<file path="src/rtl/irq_regs_pkg.sv">
// Package: shared bit positions, function codes and the packed enable type
// for the interrupt-control register block. The enable struct is laid out
// so that its packed image matches data bits 38:13 exactly.
package irq_regs_pkg;

    localparam int DATA_W    = 64;
    localparam int FN_W      = 8;
    localparam int MODE_W    = 2;
    localparam int NUM_MODES = 1 << MODE_W;
    localparam int SW_W      = 15;
    localparam int PC_W      = 2;
    localparam int EXT_W     = 6;

    // Bit positions inside the data word
    localparam int POS_MODE  = 3;
    localparam int POS_AST   = 13;
    localparam int POS_SW    = POS_AST + 1;
    localparam int POS_PC    = POS_SW + SW_W;
    localparam int POS_CR    = POS_PC + PC_W;
    localparam int POS_SL    = POS_CR + 1;
    localparam int POS_EXT   = POS_SL + 1;
    localparam int ENA_W     = POS_EXT + EXT_W - POS_AST;
    localparam int POS_TRAP_LO = 3;
    localparam int POS_TRAP_HI = 9;
    localparam int TRAP_HALF   = NUM_MODES / 2;

    typedef logic [FN_W-1:0] fn_t;

    localparam fn_t FN_ALIAS = 8'h08;
    localparam fn_t FN_MODE  = 8'h09;
    localparam fn_t FN_ENA   = 8'h0A;
    localparam fn_t FN_BOTH  = 8'h0B;
    localparam fn_t FN_SWREQ = 8'h0C;
    localparam fn_t FN_SUM   = 8'h0D;
    localparam fn_t FN_CLR   = 8'h0E;

    typedef struct packed {
        logic [EXT_W-1:0] ext;
        logic             sl;
        logic             cr;
        logic [PC_W-1:0]  pc;
        logic [SW_W-1:0]  sw;
        logic             ast;
    } ena_t;

endpackage

</file>
<file path="src/rtl/irq_ena_mode.sv">
// Module: holds the interrupt enable word and the current privilege mode.
// Assumes the caller has decoded which of the two fields a write targets;
// both may be loaded in the same cycle from independent data slices.
module irq_ena_mode
    import irq_regs_pkg::*;
(
    input  logic              clk,
    input  logic              rst_n,
    input  logic              ld_mode,
    input  logic              ld_ena,
    input  logic [MODE_W-1:0] mode_in,
    input  ena_t              ena_in,
    output logic [MODE_W-1:0] mode_q,
    output ena_t              ena_q
);

    // Mode register: loaded only by a mode-carrying write
    always_ff @(posedge clk) begin
        if (!rst_n)       mode_q <= '0;
        else if (ld_mode) mode_q <= mode_in;
    end

    // Enable register: loaded only by an enable-carrying write
    always_ff @(posedge clk) begin
        if (!rst_n)      ena_q <= '0;
        else if (ld_ena) ena_q <= ena_in;
    end

endmodule

</file>
<file path="src/rtl/irq_req_bank.sv">
// Module: software request register and sticky hardware request flags.
// Assumes set inputs are synchronous; a set beats a clear in the same cycle.
module irq_req_bank
    import irq_regs_pkg::*;
(
    input  logic             clk,
    input  logic             rst_n,
    input  logic             ld_sw,
    input  logic [SW_W-1:0]  sw_in,
    input  logic             do_clr,
    input  logic [PC_W-1:0]  clr_pc,
    input  logic             clr_cr,
    input  logic             clr_sl,
    input  logic [PC_W-1:0]  pc_set,
    input  logic             cr_set,
    input  logic             sl_set,
    output logic [SW_W-1:0]  sw_q,
    output logic [PC_W-1:0]  pc_q,
    output logic             cr_q,
    output logic             sl_q
);

    // Software request register: plain load
    always_ff @(posedge clk) begin
        if (!rst_n)     sw_q <= '0;
        else if (ld_sw) sw_q <= sw_in;
    end

    // One sticky flag per performance-counter source, set dominates clear
    for (genvar i = 0; i < PC_W; i++) begin : g_pc
        always_ff @(posedge clk) begin
            if (!rst_n)                  pc_q[i] <= 1'b0;
            else if (pc_set[i])          pc_q[i] <= 1'b1;
            else if (do_clr && clr_pc[i]) pc_q[i] <= 1'b0;
        end
    end

    // Corrected-read flag, set dominates clear
    always_ff @(posedge clk) begin
        if (!rst_n)                cr_q <= 1'b0;
        else if (cr_set)           cr_q <= 1'b1;
        else if (do_clr && clr_cr) cr_q <= 1'b0;
    end

    // Serial-line flag, set dominates clear
    always_ff @(posedge clk) begin
        if (!rst_n)                sl_q <= 1'b0;
        else if (sl_set)           sl_q <= 1'b1;
        else if (do_clr && clr_sl) sl_q <= 1'b0;
    end

endmodule

</file>
<file path="src/rtl/irq_sum_read.sv">
// Module: combinational summary word and read-data multiplexer.
// Assumes all register inputs are registered state; output is pure logic.
module irq_sum_read
    import irq_regs_pkg::*;
(
    input  fn_t                 fn,
    input  ena_t                ena,
    input  logic [MODE_W-1:0]   mode,
    input  logic [SW_W-1:0]     sw_req,
    input  logic [PC_W-1:0]     pc_req,
    input  logic                cr_req,
    input  logic                sl_req,
    input  logic [EXT_W-1:0]    ext_lvl,
    input  logic [NUM_MODES-1:0] trap_ena,
    input  logic [NUM_MODES-1:0] trap_req,
    output logic [DATA_W-1:0]   rdata
);

    logic [NUM_MODES-1:0] trap_pend;
    logic [DATA_W-1:0]    ctl_word;
    logic [DATA_W-1:0]    sw_word;
    logic [DATA_W-1:0]    sum_word;

    // Per-mode trap filter: visible only at or below the current mode
    for (genvar m = 0; m < NUM_MODES; m++) begin : g_trap
        assign trap_pend[m] = (MODE_W'(m) <= mode) && trap_ena[m]
                              && trap_req[m] && ena.ast;
    end

    // Packed enable and mode image
    always_comb begin
        ctl_word = '0;
        ctl_word[POS_AST +: ENA_W]  = ena;
        ctl_word[POS_MODE +: MODE_W] = mode;
    end

    // Software request image
    always_comb begin
        sw_word = '0;
        sw_word[POS_SW +: SW_W] = sw_req;
    end

    // Summary: request AND enable per class, plus filtered traps
    always_comb begin
        sum_word = '0;
        sum_word[POS_SW +: SW_W]   = sw_req & ena.sw;
        sum_word[POS_PC +: PC_W]   = pc_req & ena.pc;
        sum_word[POS_CR]           = cr_req & ena.cr;
        sum_word[POS_SL]           = sl_req & ena.sl;
        sum_word[POS_EXT +: EXT_W] = ext_lvl & ena.ext;
        sum_word[POS_TRAP_LO +: TRAP_HALF] = trap_pend[TRAP_HALF-1:0];
        sum_word[POS_TRAP_HI +: TRAP_HALF] = trap_pend[NUM_MODES-1:TRAP_HALF];
    end

    // Read-data selection by function code
    always_comb begin
        unique case (fn)
            FN_ALIAS, FN_MODE, FN_ENA, FN_BOTH: rdata = ctl_word;
            FN_SWREQ:                           rdata = sw_word;
            FN_SUM:                             rdata = sum_word;
            default:                            rdata = '0;
        endcase
    end

endmodule

</file>
<file path="src/rtl/irq_ctl_regs.sv">
// Module: top of the interrupt-control register block. Decodes the access
// port into field loads, instantiates the state holders and the read path,
// and produces the recheck pulse. Assumes a single access per cycle.
module irq_ctl_regs
    import irq_regs_pkg::*;
(
    input  logic                  clk,
    input  logic                  rst_n,
    input  logic [7:0]            acc_fn,
    input  logic                  acc_we,
    input  logic [63:0]           acc_wdata,
    output logic [63:0]           acc_rdata,
    input  logic [3:0]            trap_ena,
    input  logic [3:0]            trap_req,
    input  logic [5:0]            ext_irq,
    input  logic [1:0]            pc_set,
    input  logic                  cr_set,
    input  logic                  sl_set,
    output logic [1:0]            cur_mode,
    output logic                  recheck
);

    logic  ld_mode, ld_ena, ld_sw, do_clr, touch;
    ena_t  ena_q;
    logic [MODE_W-1:0] mode_q;
    logic [SW_W-1:0]   sw_req;
    logic [PC_W-1:0]   pc_req;
    logic              cr_req, sl_req;
    logic              recheck_q;
    logic              wdata_unused;

    // Write decode: which fields a write loads
    always_comb begin
        ld_mode = acc_we && (acc_fn == FN_MODE || acc_fn == FN_BOTH);
        ld_ena  = acc_we && (acc_fn == FN_ENA  || acc_fn == FN_BOTH);
        ld_sw   = acc_we && (acc_fn == FN_SWREQ);
        do_clr  = acc_we && (acc_fn == FN_CLR);
        touch   = ld_mode || ld_ena || ld_sw;
    end

    assign wdata_unused = ^{acc_wdata[DATA_W-1:POS_EXT+EXT_W],
                            acc_wdata[POS_AST-1:POS_MODE+MODE_W],
                            acc_wdata[POS_MODE-1:0]};

    irq_ena_mode u_ena (
        .clk     (clk),
        .rst_n   (rst_n),
        .ld_mode (ld_mode),
        .ld_ena  (ld_ena),
        .mode_in (acc_wdata[POS_MODE +: MODE_W]),
        .ena_in  (ena_t'(acc_wdata[POS_AST +: ENA_W])),
        .mode_q  (mode_q),
        .ena_q   (ena_q)
    );

    irq_req_bank u_req (
        .clk    (clk),
        .rst_n  (rst_n),
        .ld_sw  (ld_sw),
        .sw_in  (acc_wdata[POS_SW +: SW_W]),
        .do_clr (do_clr),
        .clr_pc (acc_wdata[POS_PC +: PC_W]),
        .clr_cr (acc_wdata[POS_CR]),
        .clr_sl (acc_wdata[POS_SL]),
        .pc_set (pc_set),
        .cr_set (cr_set),
        .sl_set (sl_set),
        .sw_q   (sw_req),
        .pc_q   (pc_req),
        .cr_q   (cr_req),
        .sl_q   (sl_req)
    );

    irq_sum_read u_rd (
        .fn       (acc_fn),
        .ena      (ena_q),
        .mode     (mode_q),
        .sw_req   (sw_req),
        .pc_req   (pc_req),
        .cr_req   (cr_req),
        .sl_req   (sl_req),
        .ext_lvl  (ext_irq),
        .trap_ena (trap_ena),
        .trap_req (trap_req),
        .rdata    (acc_rdata)
    );

    // Recheck pulse: one cycle after any interrupt-state write
    always_ff @(posedge clk) begin
        if (!rst_n) recheck_q <= 1'b0;
        else        recheck_q <= touch;
    end

    assign recheck  = recheck_q;
    assign cur_mode = mode_q;

endmodule

</file>
<file path="config.mk">
export PLATFORM = sky130hd
export DESIGN_NAME = irq_ctl_regs
export DESIGN_NICKNAME = d
export VERILOG_FILES = /design/src/rtl/irq_regs_pkg.sv /design/src/rtl/irq_ena_mode.sv /design/src/rtl/irq_req_bank.sv /design/src/rtl/irq_sum_read.sv /design/src/rtl/irq_ctl_regs.sv
export SDC_FILE = /design/constraint.sdc
export NUM_CORES = 1
export LEC_CHECK = 0
export ABC_AREA = 1
export CORE_ASPECT_RATIO = 0.75
export CORE_MARGIN = 3
export CORE_UTILIZATION = 36
export CTS_CLUSTER_SIZE = 14
export DETAILED_ROUTE_END_ITERATION = 12
export GPL_TIMING_DRIVEN = 0
export PLACE_DENSITY = 0.78
export SYNTH_ARGS = -nofsm -noshare
export SYNTH_HDL_FRONTEND = slang
export SYNTH_HIERARCHICAL = 1
export SYNTH_SLANG_ARGS = --single-unit
</file>
<file path="constraint.sdc">
create_clock -name clk -period 1.2 [get_ports clk]
set_input_delay 0.24 -clock clk [delete_from_list [all_inputs] [get_ports clk]]
set_output_delay 0.24 -clock clk [all_outputs]
set_load 0.02 [all_outputs]
</file>
## After elaboration in Yosys (flattened, before gate mapping)

Cells that the tools add are included.

| word-level totals | value |
|---|---|
| bits in registers | 48 |
| bits of input ports | 93 |
| output and inout bits | 67 |

| cells by class | value |
|---|---|
| magnitude comparators | 4 |
| equality and inequality tests | 7 |
| multiplexer cells | 9 |
| bitwise gates (word level) | 5 |
| reduce and logical (&&, ||, !) cells | 29 |

Operators by type and width:

| operator | number |
|---|---|
| case mux 39 bit (3 select lines) | 1 |
| == test 8 x 4 -> 1 bit, second input constant | 7 |
| logical AND 1 bit | 20 |
| bitwise AND 15 bit | 1 |
| two-way mux 1 bit | 8 |
| nonzero test 2 bit | 4 |
| bitwise AND 6 bit | 1 |
| less-or-equal comparator 1 x 2 -> 1 bit, first input constant | 2 |
| less-or-equal comparator 2 bit, first input constant | 2 |
| logical OR 1 bit | 4 |
| OR reduction 4 bit | 1 |
| bitwise AND 1 bit | 2 |
| bitwise AND 2 bit | 1 |

## Longest topological paths before layout

Gate-level depths: netlist (run 1).

| logic depth | value |
|---|---|
| word-level depth | 5 |
| mapped depth | 10 |
| depth with buffers taken out | 8 |

## Cells and area by module

The synthesis (run 1) kept the hierarchy.

Modules (own cells, without submodules):

| module | instances | cells each | area each (µm²) | sequential area each (µm²) |
|---|---|---|---|---|
| irq_ena_mode | 1 | 177 | 1176.1 | 560.5 |
| irq_sum_read | 1 | 180 | 954.7 | 0.0 |
| irq_req_bank | 1 | 85 | 695.7 | 380.4 |
| irq_ctl_regs | 1 | 25 | 123.9 | 20.0 |

## Worst setup path after synthesis (run 1)

Ideal clock, no wire load.

| timing | value |
|---|---|
| path kind | input port to output port |
| start | input port acc_fn[4] |
| end | output port acc_rdata[32] |
| arrival | 1.141 ns |
| setup slack | -0.181 ns |
| stages on the path | 7 |
| path buffers | 2 |
| cells stage by stage | inv_1 nand2_1 nor2_2 buf_4 buf_6 nand3_1 a21boi_1 |

| on the way | value |
|---|---|
| cells in the longest elaborated chain, start to end | 3 |

RTL lines:

| element | line | source |
|---|---|---|
| start: declaration | irq_ctl_regs.sv:9 | `input logic [7:0] acc_fn,` |
| == test 8 x 4 -> 1 bit | irq_sum_read.sv:57 | `unique case (fn)` |
| OR reduction 4 bit | irq_sum_read.sv:57 |  |
| case mux 39 bit (3 select lines) * | irq_sum_read.sv:57 |  |
| end: declaration | irq_ctl_regs.sv:12 | `output logic [63:0] acc_rdata,` |

Every way passes the cells marked *; elsewhere a longest branch is shown, timed or not.

## Worst setup path in the final report (run 1)

| timing | value |
|---|---|
| start | input port acc_fn[7] |
| end | output port acc_rdata[24] |

Same word-level chain as after synthesis.

==> qor.txt, run 1 <==
Outcome -> finished, violations left
Violated checks -> setup timing
Via-to-Cell Ratio -> 4.57
Hold-fix buffer count after cts -> 0
Avg WL per Cell -> 14.1 µm
Clk Latency, worst-skew pair -> 300 ps
Routed wire length -> 10,100 µm
Setup WS post-layout -> -311 ps
WP data required -> 960 ps
Routability cong. -> 0.835
Ports -> 160
Reg2reg end -> u_req/sw_q[3]
Placed inst area -> 4370 µm²
Via Count -> 3,297
Final hold slack -> 466 ps
Total power -> 3.58 mW
Total die area -> 9330 µm²
Startpoint type of the worst setup path -> input port
Dpl cells -> 690
Post-Syn Instances -> 467
Final layout net count -> 713
CTS Buffer Depth -> 2
Crit share post-route -> 126%
Slew Viols, Final -> 0
Pwr/cell area -> 700 nW/µm²
Initial antenna violation count -> 0
Layout Cells excl Fill -> 722
Reg area -> 972 µm²
Root Driver -> clkbuf_8
Share of cells above drive strength 1 -> 37.7%
Placement Rows -> 27
Fin area -> 5120 µm²
Largest cells by area after synthesis -> dfxtp_1, nand2_1, nor2_1, buf_4, inv_1
Number of flops mapped to enable cells by yosys -> 0
Crit. End Element -> output pin
Minimum clock period -> 1510 ps
Worst setup path endpoint -> acc_rdata[24]
Slowest cell on the critical path -> buf_8
CP most frequent cell -> buf_6
Die H -> 84.4 µm
Global-route wire length before repair -> 16,300 µm
Synth-to-layout area growth -> 73.5%
Gr ovfl total -> 0
Crit Path Class -> input port to output pin
Clk_skew -> 0 ps
Arrival time at the worst endpoint -> 1270 ps
Peak per-stage delay on the critical path -> 170 ps
Average size of a mapped cell -> 6.32 µm²
Post-route ant nets -> 0
RSZ-0062 raised after global routing -> true
Synth top area share -> 32.6%
CTS Buf Count -> 5
Setup Total Neg Slack -> -8030 ps
Die X -> 111 µm
Leak -> 2.61 nW
Max Clock Freq -> 0.662 GHz
CP Max Fanout -> 10
Core Util, Final -> 67.0%
Reg2Reg Setup Slack -> 470 ps
Synthesized area -> 2950 µm²
H-tree depth -> 2
Drt drc -> 0
Synth Register Bits -> 48
Register area share after synthesis -> 32.6%
Initial Util -> 38.6%
Antenna Cells -> 0
Peak VDD IR -> 0.579 mV
Setup WS pre-CTS -> -1480 ps
Final hold violation count -> 0
Gr usage total -> 21.2%
Count of warnings emitted by yosys -> 6
Core Footprint -> 7630 µm²
Yosys top cell by area -> dfxtp_1
1st-pass router iterations -> 4
Reg2reg start -> u_req/sw_q[3]
FILL cells -> 645
Maxcap violations -> 0
CTS clk-pin slew, worst paths -> 80 ps
Top-count cell post-synth -> nand2_1
Clk sink count -> 48
Largest net degree at the start of global routing -> 15
Min-delay worst type -> register to register
Final setup violation count -> 30
Critical path cell sequence -> buf_12, inv_12, nand2_4, nor2_4, buf_8, buf_6, nand4_1, nand3_2, buf_6
Post-DP HPWL -> 6840 µm
Multi-input logic area -> 1940 µm²
Most used flip-flop cell after synthesis -> dfxtp_1
Worst setup path startpoint -> acc_fn[7]
Cell variety after synth -> 23
Hold Path Stages -> 2
DR iter-0 viols -> 206
Vias in the first global route -> 3,366
Number of I/O port buffers -> 89
Share of synthesized flip-flops with an asynchronous set or reset -> 0%
Commonest cells post-synth -> nand2_1, nor2_1, dfxtp_1, inv_1, buf_4
CTS tree -> built
Reg2Reg Depth -> 2
==> worst min path at each step <==
stage | start | endpoint | slack (ps)
6_report | u_req/cr_q | u_req/cr_q | 470
5_1_grt | pc_set[0] | u_req/pc_q[0] | 490
4_1_cts | acc_fn[3] | recheck | 460
3_5_place_dp | u_req/cr_q | u_req/cr_q | 460
3_3_place_gp | u_req/pc_q[0] | u_req/pc_q[0] | 450
2_1_floorplan | rst_n | recheck | 350
==> power by group <==
part | internal, mW | switching [mW] | total (mW)
sequential | 1.60 | 0.0100 | 1.61
clock | 0.736 | 0.546 | 1.28
combinational | 0.355 | 0.332 | 0.687
total | 2.69 | 0.888 | 3.58
==> sequential cells by signal, indices dropped and copies added (netlist names) <==
register      count
u_ena/ena_q      26
u_ena/mode_q      2
u_req/sw_q       15
u_req/sl_q        1
recheck           1
u_req/pc_q        2
u_req/cr_q        1
==> cell families after synthesis <==
kind of cell | synth area share, %
buffers and inverters | 21.2
AOI/OAI and AO/OA | 5.26
other | 0.127
DFF | 32.6
and+or+nand+nor | 40.9
==> metal layers <==
metal / share of wire, % / track usage, %
met3: 7.0 / 4.54
met2: 50 / 38.3
met5: 0 / 0
met4: 1.1 / 3.80
met1: 42 / 26.5
==> final cells by class <==
class | instances | share of cell area (%)
buffer | 53 | 9.66
tap | 101 | 2.47
inverter | 51 | 4.47
clock inverter | 1 | 0.587
clock buffer | 7 | 1.88
timing repair buffer | 113 | 24.0
multi-input combinational | 348 | 38.0
sequential | 48 | 19.0
==> what timing repair did <==
action                                  4_1_cts  5_1_grt
resized for setup                           300       45
pin swaps                                    37       19
cloned                                        5        1
endpoints found under the setup margin       81       40
buffers inserted                             17        3
==> cell usage in the layout, fill, tap and decap left out, types with 2 or more instances in the layout <==
cell type,count
a21oi_1,4
buf_12,5
buf_16,2
buf_2,2
buf_4,50
buf_6,49
buf_8,8
clkbuf_8,7
clkdlybuf4s50_1,45
conb_1,34
dfxtp_1,43
dfxtp_2,3
dfxtp_4,2
dlygate4sd2_1,2
inv_1,41
inv_12,2
inv_2,6
nand2_1,106
nand2_2,21
nand2_4,12
nand3_1,7
nand3_2,22
nand3_4,3
nand4_1,6
nor2_1,82
nor2_2,12
nor2_4,6
nor3_4,3
o21ai_0,13
o21ai_1,2
o21ai_4,8
==> critical path, delay by kind of cell <==
kind	cells	cell delay, ps
and+or+nand+nor	4	430
buffers and inverters	5	590
(Power assumes the default switching activity.)
==> inputs of run 2 (changes only) <==
--- a/config.mk
+++ b/config.mk
@@ -6,6 +6,7 @@
 export NUM_CORES = 1
 export LEC_CHECK = 0
 export ABC_AREA = 1
+export CAP_MARGIN = 0
 export CORE_ASPECT_RATIO = 0.75
 export CORE_MARGIN = 3
 export CORE_UTILIZATION = 36
==> results of run 2 <==
Same layout as run 1: the final DEF is identical, and so are final timing and power.
